[src/rtl/vpc_pkg.sv]
// Package: shared encodings for the masked vector popcount.
// Assumes: nothing; holds only type definitions.
package vpc_pkg;
    // Element size selected by the elem_wide input
    typedef enum logic {
        ELEM_NARROW = 1'b0,
        ELEM_WIDE   = 1'b1
    } elem_size_e;

    // Policy for elements whose mask bit is clear
    typedef enum logic {
        FILL_MERGE = 1'b0,
        FILL_ZERO  = 1'b1
    } fill_policy_e;
endpackage

[src/rtl/vpc_lane_count.sv]
// Module: vpc_lane_count
// Counts the one bits of a single narrow lane.
// Assumes: CNT_W is wide enough to hold LANE_W.
module vpc_lane_count #(
    parameter int LANE_W = 32,
    parameter int CNT_W  = $clog2(LANE_W + 1)
) (
    input  logic [LANE_W-1:0] lane_bits,
    output logic [CNT_W-1:0]  lane_cnt
);
    // Add up the lane bits one at a time
    always_comb begin
        lane_cnt = '0;
        for (int b = 0; b < LANE_W; b++) begin
            lane_cnt = lane_cnt + CNT_W'(lane_bits[b]);
        end
    end
endmodule

[src/rtl/vpc_pair_sum.sv]
// Module: vpc_pair_sum
// Forms the wide-element counts by adding neighbouring lane counts.
// Assumes: LANES is even; lane 2p is the low half of wide element p.
module vpc_pair_sum #(
    parameter int LANES  = 16,
    parameter int CNT_W  = 6,
    parameter int WCNT_W = CNT_W + 1
) (
    input  logic [LANES-1:0][CNT_W-1:0]    lane_cnt,
    output logic [LANES/2-1:0][WCNT_W-1:0] pair_cnt
);
    localparam int PAIRS = LANES / 2;

    for (genvar p = 0; p < PAIRS; p++) begin : g_pair
        // Sum of the low and high lane counts of one wide element
        assign pair_cnt[p] = WCNT_W'(lane_cnt[2*p]) + WCNT_W'(lane_cnt[2*p+1]);
    end
endmodule

[src/rtl/vpc_mask_select.sv]
// Module: vpc_mask_select
// Chooses, for each 32-bit lane, between the count, zero and the merge source.
// Assumes: in wide mode, wide element p occupies lanes 2p (low) and 2p+1 (high);
//          only mask bits [LANES/2-1:0] are used in wide mode.
module vpc_mask_select
    import vpc_pkg::*;
#(
    parameter int LANES  = 16,
    parameter int LANE_W = 32,
    parameter int CNT_W  = 6,
    parameter int WCNT_W = 7
) (
    input  elem_size_e                      elem_size,
    input  fill_policy_e                    fill_policy,
    input  logic [LANES-1:0]                wr_mask,
    input  logic [LANES-1:0][CNT_W-1:0]     lane_cnt,
    input  logic [LANES/2-1:0][WCNT_W-1:0]  pair_cnt,
    input  logic [LANES*LANE_W-1:0]         merge_src,
    output logic [LANES*LANE_W-1:0]         result
);
    for (genvar j = 0; j < LANES; j++) begin : g_lane
        localparam int PAIR = j / 2;
        localparam bit HIGH = (j % 2) == 1;

        logic              lane_en;
        logic [LANE_W-1:0] count_word;
        logic [LANE_W-1:0] fill_word;

        // Mask bit governing this lane under the current element size
        assign lane_en = (elem_size == ELEM_WIDE) ? wr_mask[PAIR] : wr_mask[j];

        // Zero-extended count for this lane; wide high halves carry zeros
        always_comb begin
            if (elem_size == ELEM_WIDE) begin
                count_word = HIGH ? '0 : {{(LANE_W-WCNT_W){1'b0}}, pair_cnt[PAIR]};
            end else begin
                count_word = {{(LANE_W-CNT_W){1'b0}}, lane_cnt[j]};
            end
        end

        // Value for a lane whose element is not written
        assign fill_word = (fill_policy == FILL_ZERO) ? '0 : merge_src[j*LANE_W +: LANE_W];

        // Final lane value
        assign result[j*LANE_W +: LANE_W] = lane_en ? count_word : fill_word;
    end
endmodule

[src/rtl/vec_popcnt_masked.sv]
// Module: vec_popcnt_masked (top)
// Per-element population count of a vector split into narrow or wide
// elements, with masked writes that zero or merge, and a single output register.
// Assumes: VEC_W is an even multiple of LANE_W; wide elements are 2*LANE_W bits.
module vec_popcnt_masked
    import vpc_pkg::*;
#(
    parameter int VEC_W  = 512,
    parameter int LANE_W = 32
) (
    input  logic                    clk,
    input  logic                    rst_n,
    input  logic                    in_valid,
    input  logic                    elem_wide,
    input  logic                    zero_unmasked,
    input  logic [VEC_W/LANE_W-1:0] wr_mask,
    input  logic [VEC_W-1:0]        vec_in,
    input  logic [VEC_W-1:0]        merge_src,
    output logic                    out_valid,
    output logic [VEC_W-1:0]        vec_out
);
    localparam int LANES  = VEC_W / LANE_W;
    localparam int PAIRS  = LANES / 2;
    localparam int CNT_W  = $clog2(LANE_W + 1);
    localparam int WCNT_W = $clog2(2 * LANE_W + 1);

    elem_size_e                  elem_size;
    fill_policy_e                fill_policy;
    logic [LANES-1:0][CNT_W-1:0] lane_cnt;
    logic [PAIRS-1:0][WCNT_W-1:0] pair_cnt;
    logic [VEC_W-1:0]            next_result;

    // Decode the mode inputs into named encodings
    assign elem_size   = elem_size_e'(elem_wide);
    assign fill_policy = fill_policy_e'(zero_unmasked);

    for (genvar j = 0; j < LANES; j++) begin : g_count
        vpc_lane_count #(
            .LANE_W (LANE_W),
            .CNT_W  (CNT_W)
        ) u_count (
            .lane_bits (vec_in[j*LANE_W +: LANE_W]),
            .lane_cnt  (lane_cnt[j])
        );
    end

    vpc_pair_sum #(
        .LANES  (LANES),
        .CNT_W  (CNT_W),
        .WCNT_W (WCNT_W)
    ) u_pairs (
        .lane_cnt (lane_cnt),
        .pair_cnt (pair_cnt)
    );

    vpc_mask_select #(
        .LANES  (LANES),
        .LANE_W (LANE_W),
        .CNT_W  (CNT_W),
        .WCNT_W (WCNT_W)
    ) u_select (
        .elem_size   (elem_size),
        .fill_policy (fill_policy),
        .wr_mask     (wr_mask),
        .lane_cnt    (lane_cnt),
        .pair_cnt    (pair_cnt),
        .merge_src   (merge_src),
        .result      (next_result)
    );

    // Output stage: pulse valid one clock after input, capture result on input
    always_ff @(posedge clk) begin
        if (!rst_n) begin
            out_valid <= 1'b0;
            vec_out   <= '0;
        end else begin
            out_valid <= in_valid;
            if (in_valid) begin
                vec_out <= next_result;
            end
        end
    end
endmodule

[config.mk]
export PLATFORM = sky130hd
export DESIGN_NAME = vec_popcnt_masked
export DESIGN_NICKNAME = d
export VERILOG_FILES = /design/src/rtl/vpc_pkg.sv /design/src/rtl/vpc_lane_count.sv /design/src/rtl/vpc_pair_sum.sv /design/src/rtl/vpc_mask_select.sv /design/src/rtl/vec_popcnt_masked.sv
export SDC_FILE = /design/constraint.sdc
export NUM_CORES = 1
export LEC_CHECK = 0
export ABC_AREA = 1
export ABC_CLOCK_PERIOD_IN_PS = 6900
export BUFFER_PORTS_ARGS = -buffer_cell sky130_fd_sc_hd__buf_4
export CORE_AREA = 2 2 613 615
export CTS_CLUSTER_DIAMETER = 150
export DETAILED_ROUTE_END_ITERATION = 6
export DIE_AREA = 0 0 615 617
export SLEW_MARGIN = 20
export SYNTH_ARGS = -nofsm -noshare
export SYNTH_HDL_FRONTEND = slang
export SYNTH_SLANG_ARGS = --single-unit
[constraint.sdc]
create_clock -name clk -period 6.9 [get_ports clk]
set_input_delay 1.035 -clock clk [delete_from_list [all_inputs] [get_ports clk]]
set_output_delay 1.035 -clock clk [all_outputs]
set_load 0.005 [all_outputs]
Yosys cells after proc, flatten, opt, wreduce, memory -nomap -nowiden
Index checks and enable logic that the tools add are counted.
Widths: inputs -> output; s select.

operators by class
  add/sub/neg operators = 504
  $mul = 0
  div/mod/pow operators = 0
  order comparisons = 0
  equality and inequality tests = 0
  shift operators = 0
  muxes and demuxes = 63
  bitwise operators = 0
  reduce and logical (&&, ||, !) cells = 0

operators with widths
  cell         count
  $add 6x1->6  480
  $mux 32      32
  $add 6x6->7  8
  $mux 7       8
  $mux 6       8
  $add 1x1->2  16
  $mux 1       15

storage, ports and cells
  bits in registers = 513
  bits in latches = 0
  memory bits (writable) = 0
  memory bits (read-only) = 0
  memories = 0

Logic depth before layout (Yosys ltp)
Gate-level depths: netlist of run 1.

  depth after elaboration = 34
  depth in mapped cells = 27
  gate-level depth less buffers = 27

By module
A second synthesis of run 1 with hierarchy kept.

unflattened totals
  cells, all modules = 6623
  area, all modules = 42334.4 µm²

by module, submodules not included
  module             instances  cells each  area an instance (µm²)  seq. area each (µm²)
  vec_popcnt_masked  1          3246        20922.6                 10269.8
  vpc_lane_count     16         91          809.5                   0.0
  vpc_mask_select    1          1638        6622.6                  0.0
  vpc_pair_sum       1          283         1836.8                  0.0

Worst setup path after synthesis of run 1
No wires, ideal clock.

  path type = in2reg
  start point = in vec_in[448]
  end point = reg vec_out[454]
  library setup time = 122 ps
  arrival time = 6203 ps
  required time = 6778 ps
  setup slack = 575 ps
  cell stages on the path = 21
  cells stage by stage = ha_1 > inv_1 > fa_1 > fa_1 > fa_1 > fa_1 > fa_1 > fa_1 > fa_1 > fa_1 > xnor2_1 > ha_1 > inv_1 > nor2_1 > o21ai_0 > nand2_1 > and2_1 > nor2_1 > nor2_1 > o21ai_0 > a21oi_1

on the way
  word-level cells in the longest chain between the ends = 34

RTL lines
  what                       RTL line                 source
  from (decl)                vec_popcnt_masked.sv:17  input logic [VEC_W-1:0] vec_in,
  $add 1x1->2                vpc_lane_count.sv:15     lane_cnt = lane_cnt + CNT_W'(lane_bits[b]);
  $add 6x1->6 (30 in a row)  vpc_lane_count.sv:15
  $add 6x6->7                vpc_pair_sum.sv:16       assign pair_cnt[p] = WCNT_W'(lane_cnt[2*p]) + WCNT_W'(lane_cnt[2*p+1]);
  $mux 7                     vpc_mask_select.sv:34    if (elem_size == ELEM_WIDE) begin
  $mux 32                    vpc_mask_select.sv:45    assign result[j*LANE_W +: LANE_W] = lane_en ? count_word : fill_word;
  to (signal assigned)       vec_popcnt_masked.sv:79  vec_out <= next_result;
  to (decl)                  vec_popcnt_masked.sv:20  output logic [VEC_W-1:0] vec_out

Every way passes these cells.
A chain may end at the register's enable or synchronous reset.

Worst setup path after layout of run 1
  start point = in vec_in[224]
  end point = reg vec_out[197]

The elaborated chain is that of the path after synthesis.

==> results.yml, run 1 <==
status:
  status: "finished, final reports clean"
routing:
  via_count: 36300
  antenna_left: 0
  met2_wirelength_mm: 151
  dr.pass1.iters: 6
  wirelength_mm: 305
  wl_met3_mm: 25.4
  vias_per_cell: 3.42
  met1_length_mm: 110
  first_iter_violations: 2765
  highest_layer: "met5"
  wl_per_cell_microns: 28.7
  route.detailed.drc: 0
clocking:
  ctsHoldBuffers: 0
  insertion_delay_ns: 0.73
  clkTransAtPathRegs_ns: 0.07
  cts_tree: "yes"
  cts_made_buffers: 85
  clockBufferDepth: 4
  postCtsSetupBuffers: 0
  ctsHtreeMaxLevel: 3
  cts_sinks: 513
  cts_resized: 0
  cts-root-buf: "clkbuf_16"
flow_run:
  cap_violations: 0
place:
  globalplace.congestion: 0.951
  place.port_buffers: 1557
  placed_cell_area_sq_um: 52400
  dp_hpwl_mm: 267
finish:
  final_common_cell: "buf_4"
  nNetsFinal: 7106
  drive_gt1_frac: 0.325
  area_growth_pct: 59.5
  final_core_util: 0.149
  layout_common_cells: "1,610 x buf_4, 934 x inv_1, 513 x dfxtp_1, 396 x nor2_1, 392 x fa_1"
  postLayoutCellArea_sq_um: 55500
floorplanning:
  start_util: 0.0931
  std_cell_rows: 225
  boundaryPins: 1558
  core_sq_um: 374000
  die_area_sq_um: 379000
  die_height_microns: 617
  die_w_microns: 615
critical_path:
  reg2reg_depth: 2
  startpoint_type: "input pin"
  arrival_ns: 6.90
  r2r_slack_ns: 6.08
  crit_type: "in2reg"
  cp.required_ns: 7.54
  crit_end: "vec_out[197]"
  path_max_fanout: 4
  crit_start: "vec_in[224]"
  end_kind: "register"
  rr_startpoint: "vec_out[313]"
  reg2reg_to: "vec_out[313]"
synth:
  netlist_area_sq_um: 34800
  syn_inst: 4012
  yosys.cell_types.count: 40
  yosysSeqAreaShare: 0.295
  yosys_register_bits: 513
  synth_nets: 5619
  yosys_warnings: 0
  synth.avg_cell_area_sq_um: 8.67
global_routing:
  grt_util_all_layers: 0.155
  grt_pass1_vias: 35400
  grt_pass1_wl_mm: 380
  overflow: 0
  grt_max_degree: 173
  antenna_found_initial: 190
pwr:
  p_seq_frac: 0.102
  p_comb_frac: 0.756
  finalPower_uw: 32900
  p_leak_uw: 0.0259
  intPower_uw: 16600
  irDropWorstVdd_mv: 0.679
  p_sw_uw: 16200
  sw_frac_of_total: 0.494
  p_clk_frac: 0.142
  power.density_nw_per_um2: 592
sta:
  skew_ns: 0
  fin_tns_setup_ns: 0
  tightest_slew_ns: 1.03
  setup_viol_count_final: 0
  finalCriticalPeriod_ns: 6.26
  slew_violations: 0
  max_freq_ghz: 0.160
  fin_crit_sh: 0.908
  slew_headroom: 0.310
  grt_setup_unrepaired: "no"
  hold_viol_final: 0
min_path:
  hp-class: "in2reg"
[through the flow]
| stage | setup WS [ns] | instances | hold slack [ns] |
|---|---|---|---|
| 2_1_floorplan | 0.575 | 4012 | 0.462 |
| 3_3_place_gp | -0.128 | 10400 | 0.456 |
| 3_5_place_dp | -0.153 | 10400 | 0.458 |
| 4_1_cts | 0.702 | 10600 | 0.382 |
| 5_1_grt | 0.417 | 10600 | 0.411 |
| 6_report | 0.637 | 10600 | 0.453 |
[Yosys cell counts]
library cell	instances	area, sq um
o21ba_2	1	10.0
inv_4	1	6.26
fa_1	392	7850
dfxtp_1	513	10300
a31oi_1	25	156
and2_0	7	43.8
a21boi_0	6	45.0
clkbuf_1	114	428
clkinv_1	2	7.51
a32oi_1	369	3230
buf_4	3	22.5
inv_2	19	71.3
xor2_1	16	140
a221oi_1	1	8.76
nor2_4	11	124
xnor2_1	21	184
o31ai_1	6	45.0
a21oi_2	2	17.5
and2_1	6	37.5
nor3_2	8	80.1
a221o_1	16	160
o211ai_1	30	225
a21oi_1	220	1100
o221ai_1	1	8.76
nand2_1	298	1120
a21oi_4	5	81.3
nand4_1	6	37.5
o21bai_1	2	15.0
a211oi_1	6	45.0
o21ai_0	125	626
buf_2	86	430
nand3_1	145	726
nor2_1	398	1490
inv_1	934	3510
ha_1	170	2130
buf_6	4	45.0
nand3b_1	23	173
buf_1	13	48.8
nor2_2	1	6.26
a21o_1	6	45.0
[power groups by stage]
stage          Combinational, uW  Clock, uW  Sequential [uW]
5_1_grt                    28500       4930             3370
6_report                   24800       4660             3350
4_1_cts                    25000       4840             3350
2_1_floorplan              17200          0             3390
3_3_place_gp               24700          0             3400
3_5_place_dp               24900          0             3410
[how the worst min path moves through the flow]
| stage | startpoint | end | slack, ns | cells past startpoint |
|---|---|---|---|---|
| 6_report | merge_src[26] | vec_out[26] | 0.45 | 3 |
| 5_1_grt | merge_src[26] | vec_out[26] | 0.41 | 3 |
| 4_1_cts | merge_src[26] | vec_out[26] | 0.38 | 3 |
| 3_5_place_dp | vec_out[479] | vec_out[479] | 0.46 | 2 |
| 3_3_place_gp | vec_out[510] | vec_out[510] | 0.46 | 2 |
| 2_1_floorplan | vec_out[127] | vec_out[127] | 0.46 | 2 |
[routing by layer]
metal,vias up,track usage
li1,16100,-
met2,1787,0.268
met3,507,0.0521
met5,-,0
met1,17900,0.165
met4,42,0.0824
[state kept, by name, indices dropped and copies added (netlist names)]
signal / cells
vec_out: 512
out_valid: 1
[worst max-delay path, cell delays in order]
cell     delay (ns)
buf_4          0.11
ha_1           0.29
inv_1          0.08
fa_1           0.49
buf_4          0.19
fa_1           0.54
fa_1           0.44
fa_1           0.49
fa_1           0.55
fa_1           0.44
fa_1           0.41
fa_1           0.41
xnor2_1        0.25
ha_1           0.32
a21oi_1        0.16
and2_1         0.17
inv_1          0.05
nand3_1        0.09
nand2_1        0.08
nand3_1        0.08
nand3_1        0.08
nand2_1        0.09
a21oi_1        0.06
[logic make-up (layout without fill, tap and decap cells)]
logic type | after synthesis | after routing | share of synthesized area
xor gates and xnor gates | 37 | 37 | 0.00931
other | 0 | 71 | 0
buffers and inverters | 1176 | 2726 | 0.131
AOI/OAI and AO/OA | 821 | 821 | 0.167
adders and majority gates | 562 | 562 | 0.287
DFF | 513 | 513 | 0.295
and+or+nand+nor | 903 | 903 | 0.110
[layout make-up]
class                   count  area [sq um]
clock buffers             111          2370
clock inverters            39           548
diodes                     71           178
inverters                 956          3610
repair buffers           1620         12300
well taps                4994          6250
flip-flops and latches    513         10300
multi-input cells        2323         20000
fillers                 42700        318000
No activity file was read; power rests on OpenSTA's default activity.
==> inputs of run 2 (changes only) <==
--- a/config.mk
+++ b/config.mk
@@ -7,11 +7,11 @@
 export LEC_CHECK = 0
 export ABC_AREA = 1
 export ABC_CLOCK_PERIOD_IN_PS = 6900
-export BUFFER_PORTS_ARGS = -buffer_cell sky130_fd_sc_hd__buf_4
-export CORE_AREA = 2 2 613 615
+export CORE_AREA = 2 2 599 601
 export CTS_CLUSTER_DIAMETER = 150
 export DETAILED_ROUTE_END_ITERATION = 6
-export DIE_AREA = 0 0 615 617
+export DIE_AREA = 0 0 601 603
+export DONT_BUFFER_PORTS = 1
 export SLEW_MARGIN = 20
 export SYNTH_ARGS = -nofsm -noshare
 export SYNTH_HDL_FRONTEND = slang
==> run 2 against run 1 <==
Net effect:
- setup slack improved by 0.15 ns
- clock skew unchanged
- non-clock buffer count is 1586 lower
- die area fell by 4.5%
- utilization fell by 2.7 points
- maximum frequency grew 2.5%
- clock-buffer cell count down 13
- worst hold slack got worse by 0.081 ns
- register-to-register slack lost 0.52 ns
- power fell by 6.6%
- critical path depth is 3 lower
- sequential cell count unchanged
- largest cell class unchanged
==> results.yml, run 2 (same netlist as run 1, synthesis figures left out) <==
status:
  status: "finished, final reports clean"
routing:
  dr.pass1.iters: 6
  via_count: 31200
  vias_per_cell: 3.54
  highest_layer: "met5"
  met1_length_mm: 103
  wl_met3_mm: 30.8
  wl_per_cell_microns: 34.0
  met2_wirelength_mm: 148
  antenna_left: 0
  wirelength_mm: 300
  first_iter_violations: 2686
  route.detailed.drc: 0
clocking:
  postCtsSetupBuffers: 0
  ctsHtreeMaxLevel: 3
  cts_resized: 0
  cts_sinks: 513
  cts_tree: "yes"
  ctsHoldBuffers: 0
  cts-root-buf: "clkbuf_16"
  clockBufferDepth: 4
  cts_made_buffers: 79
  clkTransAtPathRegs_ns: 0.07
  insertion_delay_ns: 0.77
pwr:
  p_seq_frac: 0.126
  sw_frac_of_total: 0.512
  irDropWorstVdd_mv: 0.659
  p_leak_uw: 0.0178
  p_clk_frac: 0.146
  power.density_nw_per_um2: 712
  intPower_uw: 15000
  p_comb_frac: 0.728
  p_sw_uw: 15700
critical_path:
  path_max_fanout: 4
  crit_start: "vec_in[480]"
  crit_type: "in2reg"
  end_kind: "register"
  startpoint_type: "input pin"
  r2r_slack_ns: 5.56
  rr_startpoint: "vec_out[32]"
  arrival_ns: 6.82
  cp.required_ns: 7.61
finish:
  area_growth_pct: 23.9
  final_core_util: 0.121
  layout_common_cells: "934 x inv_1, 513 x dfxtp_1, 396 x nor2_1, 392 x fa_1, 369 x a32oi_1"
  seqCellArea_sq_um: 10300
  multiInputGateArea_sq_um: 20000
  final_common_cell: "inv_1"
  nNetsFinal: 5514
  largest_register: "vec_out"
  largest_reg_flops: 512
  drive_gt1_frac: 0.0542
  reg_top3: "vec_out (512), out_valid (1)"
  fill_cells: 40900
min_path:
  worstHoldStart: "in_valid"
  hp-class: "in2reg"
sta:
  slew_headroom: 0.272
  skew_ns: 0
  layout_setup_ws_ns: 0.788
  finalCriticalPeriod_ns: 6.11
  slew_violations: 0
  tightest_slew_ns: 1.09
  grt_setup_unrepaired: "no"
  max_freq_ghz: 0.164
  fin_tns_setup_ns: 0
  setup_viol_count_final: 0
  fin_crit_sh: 0.886
  hold_viol_final: 0
floorplanning:
  die_height_microns: 603
  die_area_sq_um: 362000
  std_cell_rows: 219
  start_util: 0.0979
  die_w_microns: 601
  core_sq_um: 355000
  boundaryPins: 1558
global_routing:
  grt_pass1_vias: 29700
  grt_max_degree: 157
  overflow: 0
  grt_pass1_wl_mm: 365
  antenna_found_initial: 220
  grt_util_all_layers: 0.159
flow_run:
  cap_violations: 0
place:
  dpl_worst_slack_ns: -0.00658
  globalplace.congestion: 1.05
  dp_hpwl_mm: 262
  place.port_buffers: 0
[run 2: cell count changes in the layout (fill, tap and decap cells not counted), moves of 2 or more]
cell	delta
inv_6	+3
diode_2	+27
clkinv_2	-2
clkbuf_1	-5
clkbuf_16	-7
buf_4	-1585
[run 2: area by class of cell]
type / count / share of cell area
Tap cell: 4751 / 0.138
Inverter: 956 / 0.0836
Clock buffer: 98 / 0.0500
Antenna cell: 98 / 0.00569
Clock inverter: 40 / 0.0125
Timing Repair Buffer: 34 / 0.00853
Multi-Input combinational cell: 2323 / 0.464
Sequential cell: 513 / 0.238
[run 2: final timing paths]
path	to	depth (start not counted)
worst max-delay path	vec_out[453]	20
worst min-delay path	vec_out[33]	1
worst max register to register	vec_out[32]	2
worst min register to register	vec_out[95]	2
[run 2: worst max-delay path, cell delays in order]
cell and delay [ns]:
ha_1 0.26, inv_1 0.05, fa_1 0.50, fa_1 0.44
fa_1 0.53, fa_1 0.44, fa_1 0.52, fa_1 0.43
fa_1 0.43, fa_1 0.47, xnor2_1 0.44, ha_1 0.38
a21oi_1 0.15, nand2_1 0.09, nand2_1 0.06, nand2_1 0.05
a21oi_1 0.15, xor2_1 0.16, o21bai_1 0.07, a21oi_1 0.15
[run 2: layer usage]
layer / global-route usage / vias to the layer above
li1: - / 13000
met2: 0.276 / 1891
met5: 0 / -
met4: 0.0799 / 86
met3: 0.0684 / 597
met1: 0.163 / 15600
[run 2: power by group through the flow]
stage / registers (uW) / logic (uW) / clock network (uW)
after detailed placement: 4020 / 22200 / 0
after floorplan: 3390 / 17200 / 0
after global placement: 4020 / 21900 / 0
after global routing: 3920 / 25800 / 4760
final: 3880 / 22300 / 4480
after CTS: 3960 / 22300 / 4700
[run 2: per-stage QoR]
step	hold slack, ns	power (uW)	cell area [sq um]	instances
6_report	0.372	30700	43100	8813
5_1_grt	0.296	34500	43000	8772
4_1_cts	0.271	31000	42900	8715
3_5_place_dp	0.489	26200	40200	8577
3_3_place_gp	0.481	25900	40200	8577
2_1_floorplan	0.462	20500	34800	4012
